[src/rtl/slvPkg.sv]
package slvPkg;

  typedef enum logic [2:0] {
    sIdle,
    sAddr,
    sAddrAck,
    sRx,
    sRxAck,
    sTx,
    sTxAck,
    sWait
  } slvState_t;

  // control -> datapath
  typedef struct packed {
    logic shiftIn;
    logic shiftOut;
    logic countBit;
    logic loadTx;
    logic clrCnt;
    logic captureRx;
    logic setMatch;
    logic setGc;
  } ctlStrobe_t;

  // datapath -> control
  typedef struct packed {
    logic startEv;
    logic stopEv;
    logic sclRise;
    logic sclFall;
    logic sclS;
    logic sdaS;
    logic cntFull;
    logic ownHit;
    logic gcHit;
    logic rwBit;
    logic txMsb;
  } busEvt_t;

endpackage

[src/rtl/slvDatapath.sv]
module slvDatapath
  import slvPkg::*;
#(
  parameter int NUM_BUS     = 4,
  parameter int ADDR_W      = 7,
  parameter int DATA_W      = 8,
  parameter int SYNC_STAGES = 2,
  localparam int SEL_W = (NUM_BUS > 1) ? $clog2(NUM_BUS) : 1,
  localparam int CNT_W = $clog2(DATA_W + 1)
) (
  input  logic               clk,
  input  logic               rstN,
  input  logic [SEL_W-1:0]   busSel,
  input  logic [NUM_BUS-1:0] sclIn,
  input  logic [NUM_BUS-1:0] sdaIn,
  input  logic [ADDR_W-1:0]  ownAddr,
  input  logic               gcEnable,
  input  logic [DATA_W-1:0]  txData,
  input  logic               txLoad,
  input  logic               rxRead,
  input  ctlStrobe_t         strobe,
  output busEvt_t            evt,
  output logic [DATA_W-1:0]  rxData,
  output logic               addrMatch,
  output logic               gcSeen,
  output logic               rxFull,
  output logic               txReq,
  output logic               stopSeen
);

  localparam logic [CNT_W-1:0] CNT_FULL = CNT_W'(DATA_W);

  // One synchroniser chain behind the bus multiplexer
  logic sclMux, sdaMux;
  assign sclMux = sclIn[busSel];
  assign sdaMux = sdaIn[busSel];

  logic [SYNC_STAGES-1:0] sclSync, sdaSync;
  logic sclPrev, sdaPrev;

  always_ff @(posedge clk or negedge rstN) begin
    if (!rstN) begin
      sclSync <= '1;
      sdaSync <= '1;
      sclPrev <= 1'b1;
      sdaPrev <= 1'b1;
    end else begin
      sclSync <= {sclSync[SYNC_STAGES-2:0], sclMux};
      sdaSync <= {sdaSync[SYNC_STAGES-2:0], sdaMux};
      sclPrev <= sclSync[SYNC_STAGES-1];
      sdaPrev <= sdaSync[SYNC_STAGES-1];
    end
  end

  logic sclNow, sdaNow;
  assign sclNow = sclSync[SYNC_STAGES-1];
  assign sdaNow = sdaSync[SYNC_STAGES-1];

  // Shared shifter and bit counter
  logic [DATA_W-1:0] shiftReg;
  logic [DATA_W-1:0] txBuf;
  logic [CNT_W-1:0]  bitCnt;

  always_ff @(posedge clk or negedge rstN) begin
    if (!rstN) begin
      shiftReg <= '0;
    end else if (strobe.shiftIn) begin
      shiftReg <= {shiftReg[DATA_W-2:0], sdaNow};
    end else if (strobe.loadTx) begin
      shiftReg <= txBuf;
    end else if (strobe.shiftOut) begin
      shiftReg <= {shiftReg[DATA_W-2:0], 1'b1};
    end
  end

  always_ff @(posedge clk or negedge rstN) begin
    if (!rstN) begin
      bitCnt <= '0;
    end else if (strobe.clrCnt) begin
      bitCnt <= '0;
    end else if (strobe.countBit && bitCnt != CNT_FULL) begin
      bitCnt <= bitCnt + 1'b1;
    end
  end

  logic [ADDR_W-1:0] addrField;
  assign addrField = shiftReg[DATA_W-1 -: ADDR_W];

  always_comb begin
    evt.startEv = sclNow && sclPrev && sdaPrev && !sdaNow;
    evt.stopEv  = sclNow && sclPrev && !sdaPrev && sdaNow;
    evt.sclRise = sclNow && !sclPrev;
    evt.sclFall = !sclNow && sclPrev;
    evt.sclS    = sclNow;
    evt.sdaS    = sdaNow;
    evt.cntFull = (bitCnt == CNT_FULL);
    evt.ownHit  = (addrField == ownAddr) && (addrField != '0);
    evt.gcHit   = (addrField == '0) && gcEnable;
    evt.rwBit   = shiftReg[0];
    evt.txMsb   = shiftReg[DATA_W-1];
  end

  // Host buffers and flags
  always_ff @(posedge clk or negedge rstN) begin
    if (!rstN) begin
      txBuf  <= '0;
      rxData <= '0;
      rxFull <= 1'b0;
      txReq  <= 1'b0;
    end else begin
      if (txLoad) txBuf <= txData;
      if (strobe.captureRx) rxData <= shiftReg;
      if (strobe.captureRx) rxFull <= 1'b1;
      else if (rxRead)      rxFull <= 1'b0;
      if (strobe.loadTx)    txReq <= 1'b1;
      else if (txLoad)      txReq <= 1'b0;
    end
  end

  always_ff @(posedge clk or negedge rstN) begin
    if (!rstN) begin
      addrMatch <= 1'b0;
      gcSeen    <= 1'b0;
      stopSeen  <= 1'b0;
    end else if (evt.startEv) begin
      addrMatch <= 1'b0;
      gcSeen    <= 1'b0;
      stopSeen  <= 1'b0;
    end else begin
      if (strobe.setMatch) addrMatch <= 1'b1;
      if (strobe.setGc)    gcSeen    <= 1'b1;
      if (evt.stopEv)      stopSeen  <= 1'b1;
    end
  end

  // the bit counter never passes one byte
  a_r5_count_bound: assert property (@(posedge clk) disable iff (!rstN)
    bitCnt <= CNT_FULL);

  // a captured byte is the shifter content and raises rxFull
  a_r5_capture: assert property (@(posedge clk) disable iff (!rstN)
    strobe.captureRx |=> (rxFull && rxData == $past(shiftReg)));

  // a STOP raises stopSeen
  a_r9_stop_flag: assert property (@(posedge clk) disable iff (!rstN)
    evt.stopEv |=> stopSeen);

endmodule

[src/rtl/slvControl.sv]
module slvControl
  import slvPkg::*;
(
  input  logic       clk,
  input  logic       rstN,
  input  busEvt_t    evt,
  input  logic       ackEnable,
  output ctlStrobe_t strobe,
  output logic       drvLow,
  output logic       slaveTx
);

  slvState_t state, nextState;
  logic ackOn, masterAck;
  logic enterAck;

  always_comb begin
    nextState = state;
    strobe    = '0;
    enterAck  = 1'b0;
    if (evt.stopEv) begin
      nextState = sIdle;
    end else if (evt.startEv) begin
      nextState     = sAddr;
      strobe.clrCnt = 1'b1;
    end else begin
      unique case (state)
        sAddr: begin
          if (evt.sclRise && !evt.cntFull) begin
            strobe.shiftIn  = 1'b1;
            strobe.countBit = 1'b1;
          end else if (evt.sclFall && evt.cntFull) begin
            if (evt.ownHit || evt.gcHit) begin
              nextState       = sAddrAck;
              enterAck        = 1'b1;
              strobe.setMatch = evt.ownHit;
              strobe.setGc    = evt.gcHit;
            end else begin
              nextState = sWait;
            end
          end
        end
        sAddrAck: begin
          if (evt.sclFall) begin
            strobe.clrCnt = 1'b1;
            if (slaveTx) begin
              nextState     = sTx;
              strobe.loadTx = 1'b1;
            end else begin
              nextState = sRx;
            end
          end
        end
        sRx: begin
          if (evt.sclRise && !evt.cntFull) begin
            strobe.shiftIn  = 1'b1;
            strobe.countBit = 1'b1;
          end else if (evt.sclFall && evt.cntFull) begin
            strobe.captureRx = 1'b1;
            nextState        = sRxAck;
            enterAck         = 1'b1;
          end
        end
        sRxAck: begin
          if (evt.sclFall) begin
            strobe.clrCnt = 1'b1;
            nextState     = sRx;
          end
        end
        sTx: begin
          if (evt.sclRise) begin
            strobe.countBit = 1'b1;
          end else if (evt.sclFall) begin
            if (evt.cntFull) nextState = sTxAck;
            else             strobe.shiftOut = 1'b1;
          end
        end
        sTxAck: begin
          if (evt.sclFall) begin
            if (masterAck) begin
              nextState     = sTx;
              strobe.loadTx = 1'b1;
              strobe.clrCnt = 1'b1;
            end else begin
              nextState = sWait;
            end
          end
        end
        default: ;
      endcase
    end
  end

  always_ff @(posedge clk or negedge rstN) begin
    if (!rstN) begin
      state     <= sIdle;
      slaveTx   <= 1'b0;
      ackOn     <= 1'b0;
      masterAck <= 1'b0;
    end else begin
      state <= nextState;
      if (evt.startEv) slaveTx <= 1'b0;
      else if (strobe.setMatch || strobe.setGc) slaveTx <= evt.rwBit;
      if (enterAck) ackOn <= ackEnable;
      if (state == sTxAck && evt.sclRise) masterAck <= !evt.sdaS;
    end
  end

  always_comb begin
    unique case (state)
      sAddrAck, sRxAck: drvLow = ackOn;
      sTx:              drvLow = !evt.txMsb;
      default:          drvLow = 1'b0;
    endcase
  end

  // an idle engine leaves SDA released
  a_r2_idle_release: assert property (@(posedge clk) disable iff (!rstN)
    (state == sIdle) |-> !drvLow);

  // the drive only moves while the synchronised SCL is low
  a_r10_drive_scl_low: assert property (@(posedge clk) disable iff (!rstN)
    !$stable(drvLow) |-> !evt.sclS);

  // acknowledge suppressed for a received byte when disabled
  a_r7_no_ack: assert property (@(posedge clk) disable iff (!rstN)
    (state == sRx && evt.sclFall && evt.cntFull && !evt.stopEv && !evt.startEv && !ackEnable)
      |=> !drvLow);

  // a not-acknowledge in transmit releases the bus
  a_r8_nack_release: assert property (@(posedge clk) disable iff (!rstN)
    (state == sTxAck && evt.sclFall && !masterAck && !evt.stopEv && !evt.startEv)
      |=> (state == sWait && !drvLow));

  // a STOP always returns to idle
  a_r9_stop_idle: assert property (@(posedge clk) disable iff (!rstN)
    evt.stopEv |=> (state == sIdle));

endmodule

[src/rtl/i2cSlaveHub.sv]
module i2cSlaveHub
  import slvPkg::*;
#(
  parameter int NUM_BUS     = 4,
  parameter int ADDR_W      = 7,
  parameter int DATA_W      = 8,
  parameter int SYNC_STAGES = 2,
  localparam int SEL_W = (NUM_BUS > 1) ? $clog2(NUM_BUS) : 1
) (
  input  logic               clk,
  input  logic               rstN,
  input  logic [SEL_W-1:0]   busSel,
  input  logic [NUM_BUS-1:0] sclIn,
  input  logic [NUM_BUS-1:0] sdaIn,
  output logic [NUM_BUS-1:0] sdaDriveLow,
  input  logic [ADDR_W-1:0]  ownAddr,
  input  logic               gcEnable,
  input  logic               ackEnable,
  input  logic [DATA_W-1:0]  txData,
  input  logic               txLoad,
  input  logic               rxRead,
  output logic [DATA_W-1:0]  rxData,
  output logic               slaveTx,
  output logic               addrMatch,
  output logic               gcSeen,
  output logic               rxFull,
  output logic               txReq,
  output logic               stopSeen
);

  ctlStrobe_t strobe;
  busEvt_t    evt;
  logic       drvLow;

  slvDatapath #(
    .NUM_BUS(NUM_BUS), .ADDR_W(ADDR_W), .DATA_W(DATA_W), .SYNC_STAGES(SYNC_STAGES)
  ) uDatapath (
    .clk(clk), .rstN(rstN), .busSel(busSel), .sclIn(sclIn), .sdaIn(sdaIn),
    .ownAddr(ownAddr), .gcEnable(gcEnable), .txData(txData), .txLoad(txLoad),
    .rxRead(rxRead), .strobe(strobe), .evt(evt), .rxData(rxData),
    .addrMatch(addrMatch), .gcSeen(gcSeen), .rxFull(rxFull), .txReq(txReq),
    .stopSeen(stopSeen)
  );

  slvControl uControl (
    .clk(clk), .rstN(rstN), .evt(evt), .ackEnable(ackEnable),
    .strobe(strobe), .drvLow(drvLow), .slaveTx(slaveTx)
  );

  // Demultiplex the single pull-low enable back to the selected bus
  for (genvar i = 0; i < NUM_BUS; i++) begin : gDrive
    assign sdaDriveLow[i] = drvLow && (busSel == SEL_W'(i));
  end

  // at most one bus is pulled, and only the selected one
  a_r1_selected_only: assert property (@(posedge clk) disable iff (!rstN)
    $onehot0(sdaDriveLow) && ((sdaDriveLow & ~(NUM_BUS'(1) << busSel)) == '0));

endmodule

[config.mk]
export PLATFORM = sky130hd
export DESIGN_NAME = i2cSlaveHub
export DESIGN_NICKNAME = d
export VERILOG_FILES = /design/src/rtl/slvPkg.sv /design/src/rtl/slvDatapath.sv /design/src/rtl/slvControl.sv /design/src/rtl/i2cSlaveHub.sv
export SDC_FILE = /design/constraint.sdc
export NUM_CORES = 1
export LEC_CHECK = 0
export BUFFER_PORTS_ARGS = -buffer_cell sky130_fd_sc_hd__buf_2
export CORE_MARGIN = 2
export CORE_UTILIZATION = 45
export CTS_CLUSTER_DIAMETER = 150
export DETAILED_ROUTE_END_ITERATION = 8
export GPL_TIMING_DRIVEN = 0
export HOLD_SLACK_MARGIN = 0.15
export PLACE_DENSITY = 0.71
export SYNTH_ARGS = -nofsm -noshare
export SYNTH_HDL_FRONTEND = slang
export SYNTH_SLANG_ARGS = --single-unit
[constraint.sdc]
create_clock -name clk -period 2 [get_ports clk]
set_input_delay 0.3 -clock clk [delete_from_list [all_inputs] [get_ports clk]]
set_output_delay 0.3 -clock clk [all_outputs]
set_load 0.05 [all_outputs]
Word level (Yosys, flattened, before mapping)
Index checks and enable logic that the tools add are counted.
{"block": "classes", "order_cmp": 1, "n_eq_ne": 22, "n_reduce_logical": 40, "n_mux": 70, "add_sub_neg": 1}
{"operator": "$mux 3", "count": 15}
{"operator": "$mux 1", "count": 32}
{"operator": "$mux 8", "count": 4}
{"operator": "$ne 4x3->1 const B", "count": 7}
{"operator": "$pmux 3 s6", "count": 1}
{"operator": "$logic_and 1x1->1", "count": 17}
{"operator": "$mux 2", "count": 8}
{"operator": "$ne 4x4->1 const B", "count": 4}
{"operator": "$reduce_bool 2->1", "count": 7}
{"operator": "$mux 4", "count": 3}
{"operator": "$reduce_and 11->1", "count": 1}
{"operator": "$eq 3x3->1 const B", "count": 3}
{"operator": "$pmux 1 s2", "count": 4}
{"operator": "$reduce_bool 8->1", "count": 1}
{"operator": "$eq 7x7->1", "count": 1}
{"operator": "$logic_not 7->1", "count": 1}
{"operator": "$reduce_bool 7->1", "count": 1}
{"operator": "$eq 3x2->1 const B", "count": 2}
{"operator": "$logic_not 1->1", "count": 6}
{"operator": "$add 4x1->4 const B", "count": 1}
{"operator": "$bmux 1 s2", "count": 2}
{"operator": "$eq 2x2->1 const B", "count": 2}
{"operator": "$eq 4x4->1 const B", "count": 1}
{"operator": "$reduce_or 2->1", "count": 2}
{"operator": "other kinds (7)", "count": 8}
{"block": "word_totals", "wordCells": 151, "in_bits": 31, "regBits": 45, "output_inout_bits": 18}

Logic depth before layout (Yosys ltp)
{"block": "logic_depth", "ltp_word": 12, "depth_mapped": 7, "depth_no_buf": 7}

Modules after synthesis
A second synthesis with hierarchy kept.
{"block": "hier_totals", "cells_unflattened": 217, "area_unflattened_um2": 2359.8}
{"mod": "slvDatapath", "seq_area_each_um2": 983.4, "n_inst": 1, "area_each_um2": 1746.7, "cells_per_inst": 141}
{"mod": "slvControl", "seq_area_each_um2": 150.1, "n_inst": 1, "area_each_um2": 575.6, "cells_per_inst": 72}
{"mod": "i2cSlaveHub", "seq_area_each_um2": 0.0, "n_inst": 1, "area_each_um2": 37.5, "cells_per_inst": 4}

Worst setup path before layout
OpenSTA, ideal clock, no wires.
{"block": "synth_timing", "kind": "reg-to-output", "start": "register uControl.state[1]", "end": "output sdaDriveLow[1]", "path_buffers": 1, "arrival_ps": 2101, "slack_ps": -401, "stages_incl_launch_ff": 6, "cell_sequence": "dfrtp_1 buf_2 inv_1 nor4_1 a31oi_1 nor3b_1"}
{"block": "synth_via", "elab_chain_cells": 4}
{"element": "start, declared", "line": "slvControl.sv:13", "text": "slvState_t state, nextState;"}
{"element": "start signal, assigned", "line": "slvControl.sv:96", "text": "state <= sIdle;"}
{"element": "start signal, assigned", "line": "slvControl.sv:101", "text": "state <= nextState;"}
{"element": "$eq 3x2->1 / $eq 3x3->1 (equally long branches)", "line": "slvControl.sv:110", "text": "unique case (state)"}
{"element": "$reduce_or 2->1", "line": "slvControl.sv:110"}
{"element": "$pmux 1 s2 *", "line": "slvControl.sv:110"}
{"element": "$logic_and 1x1->1 *", "line": "i2cSlaveHub.sv:52", "text": "assign sdaDriveLow[i] = drvLow && (busSel == SEL_W'(i));"}
{"element": "end, declared", "line": "i2cSlaveHub.sv:15", "text": "output logic [NUM_BUS-1:0] sdaDriveLow,"}
Every way passes the cells marked *; elsewhere a longest branch is shown, timed or not.

Final worst setup path
{"block": "layout_timing", "start": "register uControl.state[0]", "end": "output sdaDriveLow[3]"}
Same word-level chain as after synthesis.

==> flow_summary_export.csv <==
group,metric,value,unit
run_status,status,"finished, violations left",
run_status,violations,"setup timing",
timing,min_period,2010,ps
timing,rsz0062_at_grt,"yes",
clock_network,clock_latency,290,ps
timing,fin_ws,-14.8,ps
worst_setup_path,timing.rr.start,"uDatapath.bitCnt[0]$_DFFE_PN0P_",
run,max-cap-violations,0,
final_layout,synthToLayoutAreaGrowth,32.2,%
floorplan,die-area,0.00562,mm2
drt,drt_wl_total,5080,um
worst_setup_path,start_kind,"flip-flop",
logic_synthesis,ys_dominant_reg_cell,"dfrtp_1",
worst_hold_path,hp-class,"in2async",
timing,worst_pin_slew,986,ps
worst_setup_path,end_kind,"output port",
place,portBuffers,47,
global_route,grt_usage,0.188,
drt,routedWlPerCell,14.6,um
drt,drcViolationCount,0,
final_layout,final_nets,312,
logic_synthesis,synth_area,0.00227,mm2
worst_setup_path,crit_buf_inv,2,
global_route,grt_use_met2,0.307,
logic_synthesis,synth-async-reset-ratio,1.00,
drt,dr_total_vias,1853,
drt,antenna_left,0,
timing,max-slew-margin-rel,0.343,
global_route,overflow,0,
logic_synthesis,synth_compound_area_frac,0.103,
place,dp_hpwl,3370,um
global_route,grt_start_max_net_pins,46,
final_layout,multi_input_area,0.00119,mm2
floorplan,initial_core_util,0.474,
floorplan,core,0.00479,mm2
logic_synthesis,synth-simple-area-share,0.158,
timing,drv_slew,0,
logic_synthesis,synth_edf_count,0,
floorplan,io_pins,49,
timing,post-route-period-util,1.01,
drt,drt_iter0_drc,133,
worst_setup_path,r2r-end,"uDatapath.rxData[1]$_DFFE_PN0P_",
drt,first_pass_iters,4,
logic_synthesis,yosys_warnings,0,
power,pwr-share-clk,0.181,
logic_synthesis,synthMuxAreaShare,0.153,
final_layout,seqCellArea,0.00113,mm2
power,peakVddDrop,0.492,mV
logic_synthesis,synth_top_family_by_area,"simple AND/OR/NAND/NOR gates",
worst_setup_path,cp_slowest_cell,"dfrtp_1",
logic_synthesis,syn_inst,210,
logic_synthesis,yosysSeqAreaShare,0.500,
clock_network,clock_path_buffers,2,
worst_setup_path,rrSetupSlack,10,ps
logic_synthesis,yosys_register_bits,45,
timing,fmaxAchievable,496,MHz
timing,clock_skew,9.63,ps
logic_synthesis,synth_nets,243,
logic_synthesis,yosysUniqueCellTypes,47,
power,pwr-share-comb,0.412,
final_layout,filler_cell_count,377,
clock_network,clockRootBuffer,"clkbuf_8",
floorplan,rows,25,
power,power.switching,0.00120,W
worst_setup_path,crit_chain,"inv_2 -> mux2i_2 -> a31oi_4 -> and3b_1 -> buf_6",
global_route,grtUsageMet1,0.242,
drt,viasPerCell,5.34,
power,swShare,0.388,
worst_setup_path,cp_top_family,"flip-flops",
timing,hold_viol,0,
clock_network,cts_tree,"yes",
worst_setup_path,worstRegToRegCells,7,
worst_setup_path,path_class,"reg2out",
final_layout,antenna_cells,0,
global_route,grt-busiest-layer,"met2",
worst_setup_path,worstPathMaxFanout,5,
place,dp_cells,324,
worst_setup_path,worstSetupPathDepth,5,
timing,setup_viol,2,
logic_synthesis,synth.avg_cell_area,10.8,um2
final_layout,fin_cells,347,
global_route,antenna_found_initial,0,
worst_setup_path,cp_data_arrival_time,1710,ps
power,p_leak,1.36,nW
global_route,grt_pass1_wl,7960,um
power,powerDensity,1030,mW/mm2
floorplan,die_w,75.0,um
final_layout,drive_gt1_frac,0.450,
global_route,met3_usage,0.0442,
floorplan,fp.dieH,75.0,um
clock_network,ctsHoldBuffers,0,
clock_network,cts_max_level,2,
worst_setup_path,max_stage_delay,430,ps
logic_synthesis,synth-xor-area-share,0.0386,
logic_synthesis,synth-adder-area-share,0.0110,
clock_network,cts_inserted_buffers,5,
timing,finalSetupTns,-16.4,ps
clock_network,clock-sinks,45,
power,seqPwrFrac,0.407,
global_route,grt_pass1_vias,1776,
power,internal_power,0.00189,W
place,place.gp.congestion,0.901,
worst_setup_path,critPathRequiredTime,1700,ps
clock_network,clk_pin_slew,80,ps
## layout make-up
type,count,area share
Multi-Input combinational cell,146,0.398
Sequential cell,45,0.379
Timing Repair Buffer,62,0.127
Tap cell,67,0.0280
Clock buffer,5,0.0230
Buffer,8,0.0225
Inverter,11,0.0150
Clock inverter,3,0.00751
## Yosys cell counts, drive strengths merged, types with 2 or more instances
master,n,area [um2]
o21ai,8,40.0
a31oi,5,31.3
dfstp,6,158
mux2,17,191
a21oi,12,60.1
o22ai,3,18.8
nand3b,2,15.0
nand2b,5,31.3
or4,2,18.8
nand2,11,41.3
xnor2,10,87.6
mux2i,11,110
mux4,2,45.0
or3,3,18.8
buf,6,33.8
ha,2,25.0
nor2,22,90.1
nor3b,2,15.0
dfrtp,39,976
nand4,2,12.5
nor3,4,31.3
clkbuf,2,7.51
inv,11,41.3
nor4,4,31.3
nand3,4,20.0
## placed cells by master, fill, tap and decap left out, types with 6 or more instances in the layout
| master | synthesis | routed |
|---|---|---|
| nand2_1 | 11 | 10 |
| mux2_2 | 16 | 9 |
| dfstp_2 | 6 | 6 |
| mux2i_1 | 11 | 10 |
| a21oi_1 | 12 | 11 |
| mux2_4 | 0 | 8 |
| dfrtp_1 | 39 | 38 |
| clkbuf_8 | 0 | 6 |
| buf_2 | 3 | 44 |
| nor2_1 | 21 | 21 |
| buf_4 | 2 | 18 |
| xnor2_1 | 10 | 8 |
| o21ai_0 | 8 | 8 |
| inv_1 | 11 | 7 |
## worst max-delay path by stage
stage,slack [ps],from,endpoint
5_1_grt,-120,uControl.state[1]$_DFFE_PN0P_,sdaDriveLow[3]
3_5_place_dp,-90,uDatapath.bitCnt[0]$_DFFE_PN0P_,uDatapath.rxData[1]$_DFFE_PN0P_
4_1_cts,-20,uDatapath.sclPrev$_DFF_PN1_,uDatapath.rxData[1]$_DFFE_PN0P_
6_report,-10,uControl.state[0]$_DFFE_PN0P_,sdaDriveLow[3]
2_1_floorplan,-400,uControl.state[1]$_DFFE_PN0P_,sdaDriveLow[1]
3_3_place_gp,-60,uDatapath.bitCnt[0]$_DFFE_PN0P_,uDatapath.rxData[6]$_DFFE_PN0P_
## repair_timing
| item | CTS | global route |
|---|---|---|
| setup endpoints to repair | 14 | 20 |
| gates resized for setup | 25 | 21 |
| pin swaps | 6 | 11 |
| buffers inserted | 7 | 8 |
## cells by family (layout without fill, tap and decap cells)
| logic type | count (synthesis) | in the layout |
|---|---|---|
| multiplexers | 30 | 30 |
| XOR/XNOR | 10 | 10 |
| buffers and inverters | 19 | 89 |
| AND/OR/NAND/NOR | 66 | 66 |
| adder cells (fa/ha/maj) | 2 | 2 |
| AO/OA/AOI/OAI | 38 | 38 |
| flip-flops | 45 | 45 |
## per-stage QoR
step            util  total power [W]  hold slack [ps]  setup WS [ps]  instance area (um2)
5_1_grt        0.626          0.00327              177           -122                 3000
3_3_place_gp   0.540          0.00216              346          -56.4                 2590
2_1_floorplan      -          0.00194             4.41           -401                 2270
3_5_place_dp   0.540          0.00219              350          -89.0                 2590
4_1_cts        0.591          0.00295              176          -17.8                 2830
6_report       0.626          0.00308              162          -14.8                 3000
## sequential cells by signal, indices dropped and copies added (netlist names)
| name | flops |
|---|---|
| uControl.masterAck | 1 |
| uDatapath.bitCnt | 4 |
| uDatapath.sclPrev | 1 |
| uDatapath.sdaPrev | 1 |
| uDatapath.txBuf | 8 |
| uDatapath.stopSeen | 1 |
| uDatapath.txReq | 1 |
| uControl.ackOn | 1 |
| uDatapath.addrMatch | 1 |
| uControl.state | 3 |
| uDatapath.sclSync | 2 |
| uDatapath.sdaSync | 2 |
| uDatapath.rxData | 8 |
| uDatapath.gcSeen | 1 |
| uControl.slaveTx | 1 |
| uDatapath.shiftReg | 8 |
| uDatapath.rxFull | 1 |
## power by group through the flow
stage / Clock, W / Combinational [W] / Sequential [W]
2_1_floorplan: 0 / 0.000679 / 0.00126
3_3_place_gp: 0 / 0.000898 / 0.00127
3_5_place_dp: 0 / 0.000921 / 0.00127
4_1_cts: 0.000584 / 0.00112 / 0.00125
5_1_grt: 0.000611 / 0.00138 / 0.00128
6_report: 0.000559 / 0.00127 / 0.00126
## routing by layer
layer	part of all wire	wire, um	vias to the layer above
met3	0.056	285	9
met5	0	0	-
met2	0.48	2420	69
met4	0.014	72	0
met1	0.45	2290	888
li1	-	-	887
## worst reg2reg max path, cell delays in order, from the launching register on
cell and delay, ps:
dfrtp_1 410, inv_2 90, ha_4 120, nand3b_1 110, or4_4 550, nor2_4 150, buf_12 150, mux2_4 300
Power figures use the tool's default switching activity.
